File: config.mk
export PLATFORM = sky130hd
export DESIGN_NAME = svid_serializer
export DESIGN_NICKNAME = d
export VERILOG_FILES = /design/src/rtl/svid_pkg.sv /design/src/rtl/svid_word_timer.sv /design/src/rtl/svid_shifter.sv /design/src/rtl/svid_scrambler.sv /design/src/rtl/svid_line_out.sv /design/src/rtl/svid_serializer.sv
export SDC_FILE = /design/constraint.sdc
export NUM_CORES = 1
export LEC_CHECK = 0
export ABC_CLOCK_PERIOD_IN_PS = 1300
export BUFFER_PORTS_ARGS = -buffer_cell sky130_fd_sc_hd__buf_2
export CAP_MARGIN = 30
export CORE_ASPECT_RATIO = 1.2
export CORE_MARGIN = 1.5
export CORE_UTILIZATION = 46
export CTS_CLUSTER_DIAMETER = 50
export CTS_CLUSTER_SIZE = 25
export DETAILED_ROUTE_END_ITERATION = 7
export PLACE_DENSITY = 0.8
export SLEW_MARGIN = 0
export SYNTH_ARGS = -nofsm -noshare
export SYNTH_HDL_FRONTEND = slang
export SYNTH_SLANG_ARGS = --single-unit
File: constraint.sdc
create_clock -name clk -period 1.3 [get_ports clk]
set_input_delay 0.325 -clock clk [delete_from_list [all_inputs] [get_ports clk]]
set_output_delay 0.325 -clock clk [all_outputs]
set_load 0.01 [all_outputs]
File: src/rtl/svid_pkg.sv
package svid_pkg;
  localparam int unsigned WORD_BITS = 10;
  localparam int unsigned SCR_LEN   = 9;
  localparam int unsigned SCR_TAP   = 4;

  typedef struct packed {
    logic tru;
    logic cmp;
  } svid_line_t;
endpackage

File: src/rtl/svid_word_timer.sv
module svid_word_timer #(
  parameter int unsigned DIV = 10
) (
  input  logic clk,
  input  logic rst_n,
  output logic load_slot
);
  localparam int unsigned CW = (DIV > 1) ? $clog2(DIV) : 1;
  localparam logic [CW-1:0] LAST = CW'(DIV - 1);

  logic [CW-1:0] cnt;

  always_ff @(posedge clk) begin
    if (!rst_n)           cnt <= '0;
    else if (cnt == LAST) cnt <= '0;
    else                  cnt <= cnt + 1'b1;
  end

  assign load_slot = (cnt == LAST);
endmodule

File: src/rtl/svid_shifter.sv
module svid_shifter #(
  parameter int unsigned W = 10
) (
  input  logic         clk,
  input  logic         rst_n,
  input  logic         load,
  input  logic         word_vld,
  input  logic [W-1:0] word,
  output logic         ser_bit
);
  logic [W-1:0] sh;

  always_ff @(posedge clk) begin
    if (!rst_n)    sh <= '0;
    else if (load) sh <= word_vld ? word : '0;
    else           sh <= {1'b0, sh[W-1:1]};
  end

  assign ser_bit = sh[0];
endmodule

File: src/rtl/svid_scrambler.sv
module svid_scrambler #(
  parameter int unsigned LEN = 9,
  parameter int unsigned TAP = 4
) (
  input  logic clk,
  input  logic rst_n,
  input  logic din,
  output logic dout
);
  logic [LEN-1:0] hist;

  assign dout = din ^ hist[TAP-1] ^ hist[LEN-1];

  always_ff @(posedge clk) begin
    if (!rst_n) hist <= '0;
    else        hist <= {hist[LEN-2:0], dout};
  end
endmodule

File: src/rtl/svid_line_out.sv
module svid_line_out
  import svid_pkg::*;
(
  input  logic       clk,
  input  logic       rst_n,
  input  logic       scr_bit,
  input  logic       raw_bit,
  input  logic       bypass,
  input  logic       lock,
  output svid_line_t line
);
  logic nrzi_q;
  logic enc;
  logic pick;

  assign enc  = scr_bit ^ nrzi_q;
  assign pick = lock & (bypass ? raw_bit : enc);

  always_ff @(posedge clk) begin
    if (!rst_n) begin
      nrzi_q   <= 1'b0;
      line.tru <= 1'b0;
      line.cmp <= 1'b1;
    end else begin
      nrzi_q   <= enc;
      line.tru <= pick;
      line.cmp <= ~pick;
    end
  end
endmodule

File: src/rtl/svid_serializer.sv
module svid_serializer
  import svid_pkg::*;
#(
  parameter int unsigned WORD_W  = WORD_BITS,
  parameter int unsigned HIST_W  = SCR_LEN,
  parameter int unsigned MID_TAP = SCR_TAP
) (
  input  logic              clk,
  input  logic              rst_n,
  input  logic [WORD_W-1:0] word_data,
  input  logic              word_valid,
  output logic              word_ready,
  input  logic              bypass,
  input  logic              lock,
  output logic              sdo,
  output logic              sdo_n
);
  logic       slot;
  logic       ser_bit;
  logic       scr_bit;
  svid_line_t line;

  svid_word_timer #(.DIV(WORD_W)) timer_i (
    .clk(clk), .rst_n(rst_n), .load_slot(slot)
  );

  svid_shifter #(.W(WORD_W)) shift_i (
    .clk(clk), .rst_n(rst_n), .load(slot), .word_vld(word_valid),
    .word(word_data), .ser_bit(ser_bit)
  );

  svid_scrambler #(.LEN(HIST_W), .TAP(MID_TAP)) scr_i (
    .clk(clk), .rst_n(rst_n), .din(ser_bit), .dout(scr_bit)
  );

  svid_line_out out_i (
    .clk(clk), .rst_n(rst_n), .scr_bit(scr_bit), .raw_bit(ser_bit),
    .bypass(bypass), .lock(lock), .line(line)
  );

  assign word_ready = slot;
  assign sdo        = line.tru;
  assign sdo_n      = line.cmp;
endmodule

Yosys cells after proc, flatten, opt, wreduce, memory -nomap -nowiden
Cells that the tools add are included.
{"block": "totals", "regBits": 26, "in_bits": 15, "output_inout_bits": 3, "elab_cells": 20}
{"block": "op_classes", "eq_ne": 1, "n_reduce_logical": 2, "add_sub_neg": 1, "bitwise_logic": 6, "n_mux": 3}
{"op": "$mux 9", "count": 2}
{"op": "$add 4x1->4 const B", "count": 1}
{"op": "$eq 4x4->1 const B", "count": 1}
{"op": "$reduce_and 3->1", "count": 1}
{"op": "$xor 1x1->1", "count": 3}
{"op": "$not 1->1", "count": 2}
{"op": "$reduce_or 2->1", "count": 1}
{"op": "$and 1x1->1", "count": 1}
{"op": "$mux 1", "count": 1}

Longest topological paths before layout
{"block": "logic_depth", "word_depth": 6, "mapped_depth": 7, "depth_no_buf": 6}

By module
Synthesis repeated with hierarchy kept, for this count alone.
{"block": "unflattened", "cells_unflattened": 91, "hier_area_um2": 978.4}
{"module": "svid_shifter", "cells_each": 42, "area_each_um2": 409.1, "instances": 1, "seq_area_each_um2": 200.2}
{"module": "svid_scrambler", "cells_each": 21, "area_each_um2": 277.8, "instances": 1, "seq_area_each_um2": 180.2}
{"module": "svid_word_timer", "cells_each": 20, "area_each_um2": 188.9, "instances": 1, "seq_area_each_um2": 80.1}
{"module": "svid_line_out", "cells_each": 8, "area_each_um2": 102.6, "instances": 1, "seq_area_each_um2": 60.1}

Worst setup path before layout
No wires, ideal clock.
{"block": "synth_timing", "path_kind": "register to register", "startpoint": "register timer_i.cnt[1]", "endpoint": "register shift_i.sh[0]", "path_slack_ns": -0.020, "required_ns": 1.183, "synth_period_minus_slack_ns": 1.320, "path_stages_with_launch": 8, "path_buffers": 1, "arrival_ns": 1.203, "setup_time_ns": 0.117, "cell_sequence": "dfxtp_1 -> inv_1 -> ha_1 -> nand3b_1 -> inv_1 -> and3_1 -> buf_2 -> a22o_1"}
{"block": "synth_via", "elab_chain_cells": 2}
{"element": "start: declaration", "line_no": "svid_word_timer.sv:11", "source": "logic [CW-1:0] cnt;"}
{"element": "start signal: assignment", "line_no": "svid_word_timer.sv:16", "source": "else cnt <= cnt + 1'b1;"}
{"element": "$eq 4x4->1", "line_no": "svid_word_timer.sv:19", "source": "assign load_slot = (cnt == LAST);"}
{"element": "named net word_ready", "line_no": "svid_serializer.sv:12", "source": "output logic word_ready,"}
{"element": "$mux 9", "line_no": "svid_shifter.sv:15", "source": "else if (load) sh <= word_vld ? word : '0;"}
{"element": "end signal: assignment", "line_no": "svid_shifter.sv:15"}
{"element": "end signal: assignment", "line_no": "svid_shifter.sv:16", "source": "else sh <= {1'b0, sh[W-1:1]};"}
{"element": "end: declaration", "line_no": "svid_shifter.sv:11", "source": "logic [W-1:0] sh;"}
The timed path passes the listed nets, and every way through them passes these cells.
A chain may end at the register's enable or synchronous reset.

Final worst setup path
{"block": "layout_timing", "startpoint": "register timer_i.cnt[1]", "endpoint": "output word_ready"}
{"block": "layout_via", "elab_chain_cells": 1}
{"element": "$eq 4x4->1", "line_no": "svid_word_timer.sv:19"}
{"element": "end: declaration", "line_no": "svid_serializer.sv:12"}
Every way passes these cells.

==> summary.md <==
| Metric | Value |
|---|---|
| Flop pwr share | 0.576 |
| Flop2flop setup slack | 0.02 ns |
| Clock Path Buffers | 2 |
| I/O pins | 18 |
| First-pass GRT wire length | 2330 µm |
| Post-synth top area share | 0.595 |
| Critical path, cell by cell | inv_2, ha_4, nand3b_1, inv_2, buf_6 |
| Die area | 0.00217 mm² |
| Antenna violations before repair | 0 |
| Area delta synth->final | 27.0% |
| Clk sinks | 26 |
| Peak supply drop | 0.000798 V |
| Die Y | 50.8 µm |
| Dominant cells by area after synthesis | dfxtp_1, a22o_1, and2_1 |
| Max Slew Vio Count | 0 |
| Worst path buffer plus inverter count | 3 |
| Worst-path fanout max | 2 |
| DR WL/cell | 11.8 µm |
| Setup crit start kind | flop |
| Yosys warning total | 0 |
| Final setup viols | 1 |
| Start point of the critical path | timer_i.cnt[1]$_SDFF_PP0_ |
| Switch share | 0.180 |
| Fin crit share | 1.11 |
| Combinational Power Share | 0.051 |
| Largest area contributor in the netlist | dfxtp_1 |
| FP Rows | 17 |
| Num CTS Buffers | 3 |
| Final Hold Vio Count | 0 |
| Worst-margin pin slew | 0.284 ns |
| Critical path class | reg -> out |
| RSZ-0062 raised after global routing | yes |
| Initial Util | 0.484 |
| Leak | 0.515 nW |
| Clock Skew | 0.00509 ns |
| P_sw | 0.000255 W |
| Distinct cells, synth | 18 |
| P_int | 0.00116 W |
| Vias in the first global route | 562 |
| Die X-Extent | 42.8 µm |
| Minimum clock period | 1.44 ns |
| Hpwl dp | 967 µm |
| Clock Latency Late Sink | 0.30 ns |
| Detailed Route WL | 1410 µm |
| GRT overflow | 0 |
| Clock power frac | 0.373 |
| Fmax | 694 MHz |
| Critical path's slowest cell | dfxtp_2 |
| DRC errors left | 0 |
| Syn avg cell area | 11.5 µm² |
| Worst Setup EP | word_ready |
| Share of cells above drive strength 1 | 0.396 |
| Core ar. | 0.00181 mm² |
| 1st-pass router iterations | 2 |
| Critical Path AT | 1.12 ns |
| Critical path depth | 5 |
| Crit-path most repeated cell | inv_2 |
| Slew headroom | 0.810 |
| Clock-pin slew on the worst setup and hold paths | 0.13 ns |
| Drt via density | 4.90 |
| Largest net degree at the start of global routing | 16 |
| R2R Path End | out_i.line[1]$_SDFF_PN0_ |
| Iter 0 DRT Violations | 3 |
| Reg2reg path depth | 3 |
| Yosys reg bits | 26 |
| RR Startpoint | scr_i.hist[3]$_SDFF_PN0_ |
| Sequential area share after synthesis | 0.595 |
| GRT Total Usage | 0.144 |
| WP data required | 0.98 ns |
| CP max stage delay | 0.35 ns |
| Placed cell areas | 0.00100 mm² |
| Port bufs | 17 |
| Syn_nets | 93 |
| Endpoint type of the worst setup path | primary output |
| # H-tree levels | 1 |
| Outcome | finished with violations |
| Finished Cell Area | 0.00111 mm² |
| Number of hold buffers added after CTS | 0 |
| Min-delay worst type | in -> reg |
| CP top delay family | flip-flops |
| Vias | 588 |
| Max-cap violations | 0 |
| Total chip power | 0.00141 W |
| CTS tree | built |
| Failing checks | negative setup slack |
| Post-synthesis cell area | 875 µm² |
| Final ANT Viol Nets | 0 |
| Worst setup slack after layout | -0.142 ns |
| Placer Congestion | 0.644 |
| Filler cell count | 158 |
| PD cells | 1270 mW/mm² |
| Antenna Cells | 0 |
| Nets | 119 |
| Post-Synthesis Cells | 76 |
| Root Buffer | clkbuf_4 |
-- worst register-to-register path, delay by kind of cell (launching register included) --
| kind | cells | cell delay, ns |
|---|---|---|
| multiplexers | 2 | 0.63 |
| flip-flops | 1 | 0.36 |
| XOR/XNOR | 1 | 0.19 |
-- cells in the mapped netlist --
cell and n:
dfxtp_1 26, xor2_1 3, and3_1 2, inv_1 2, nand2_1 2, buf_2 1
nand3b_1 1, nand3_1 1, and2_1 11, mux2_4 2, nor2_1 6, mux2i_1 1
xnor2_1 3, ha_1 2, nor2b_1 1, clkbuf_1 2, a22o_1 9, and2_2 1
-- sequential cells by signal (all words and copies together) (netlist names) --
name	cells
shift_i.sh	10
out_i.nrzi_q	1
out_i.line	2
timer_i.cnt	4
scr_i.hist	9
-- cell type report --
class	count	area [µm²]	area share
Sequential cell	26	524	0.472
Clock inverter	1	30.0	0.0270
Multi-Input combinational cell	46	367	0.330
Inverter	2	7.51	0.00676
Clock buffer	3	22.5	0.0203
Timing Repair Buffer	23	136	0.123
Tap cell	19	23.8	0.0214
-- layout by cell type, fill, tap and decap left out --
cell type and count:
and2_2 1, buf_6 1, mux2_4 2, buf_2 16, nand2_1 2, ha_1 1, ha_4 1, nand3_1 1
dfxtp_1 23, nand3b_1 1, xnor2_2 1, xnor2_1 2, nor2_1 6, and2_1 10, buf_4 6, clkbuf_4 3
and2_4 2, a22o_1 9, inv_2 2, nor2b_1 1, bufinv_16 1, and3_1 1, xor2_1 3, dfxtp_2 3
mux2i_1 1, and3_2 1
-- cells by family (layout without fill, tap and decap cells) --
family / after synthesis / count (layout) / synth area share
AOI/OAI and AO/OA: 9 / 9 / 0.0901
xor gates and xnor gates: 6 / 6 / 0.0601
adders and majority gates: 2 / 2 / 0.0286
buffers and inverters: 5 / 29 / 0.0229
DFF: 26 / 26 / 0.595
muxes: 3 / 3 / 0.0458
and+or+nand+nor: 25 / 26 / 0.157
-- worst min path at each step --
stage                              from                  endpoint  slack (ns)  depth (start not counted)
5_1_grt                    word_data[9]  shift_i.sh[9]$_SDFF_PN0_        0.19                          2
4_1_cts                    word_data[9]  shift_i.sh[9]$_SDFF_PN0_        0.20                          2
3_5_place_dp   scr_i.hist[7]$_SDFF_PN0_  scr_i.hist[8]$_SDFF_PN0_        0.42                          1
6_report                   word_data[9]  shift_i.sh[9]$_SDFF_PN0_        0.21                          2
2_1_floorplan  scr_i.hist[0]$_SDFF_PN0_  scr_i.hist[1]$_SDFF_PN0_        0.41                          1
3_3_place_gp   scr_i.hist[5]$_SDFF_PN0_  scr_i.hist[6]$_SDFF_PN0_        0.42                          1
-- timing repair --
action	4_1_cts	5_1_grt
cloned	0	1
buffers inserted	2	1
resized for setup	7	3
endpoints found under the setup margin	11	12
pin swaps	1	6
-- per-stage QoR --
stage / utilization / TNS (ns) / hold WS (ns) / instances / setup slack, ns
after floorplan: - / 0 / 0.412 / 76 / 0.0113
after global placement: 0.554 / 0 / 0.416 / 112 / 0.0303
after detailed placement: 0.554 / -0.0560 / 0.417 / 112 / -0.0127
after CTS: 0.604 / -0.135 / 0.204 / 118 / -0.135
after global routing: 0.615 / -0.573 / 0.190 / 120 / -0.224
final: 0.615 / -0.142 / 0.213 / 120 / -0.142
-- power by group through the flow --
stage,clock [W],sequential (W),combinational (W)
4_1_cts,0.000542,0.000813,0.0000663
2_1_floorplan,0,0.000829,0.0000239
5_1_grt,0.000574,0.000815,0.0000812
3_5_place_dp,0,0.000829,0.0000545
3_3_place_gp,0,0.000828,0.0000523
6_report,0.000526,0.000813,0.0000722
-- per-layer routing --
layer | up-vias | wire, µm | track usage
met2 | 18 | 691 | 0.247
li1 | 301 | - | -
met4 | 0 | 14 | 0.0625
met1 | 267 | 621 | 0.163
met5 | - | 0 | 0
met3 | 2 | 82 | 0.0396
No activity file was read; power rests on OpenSTA's default activity.
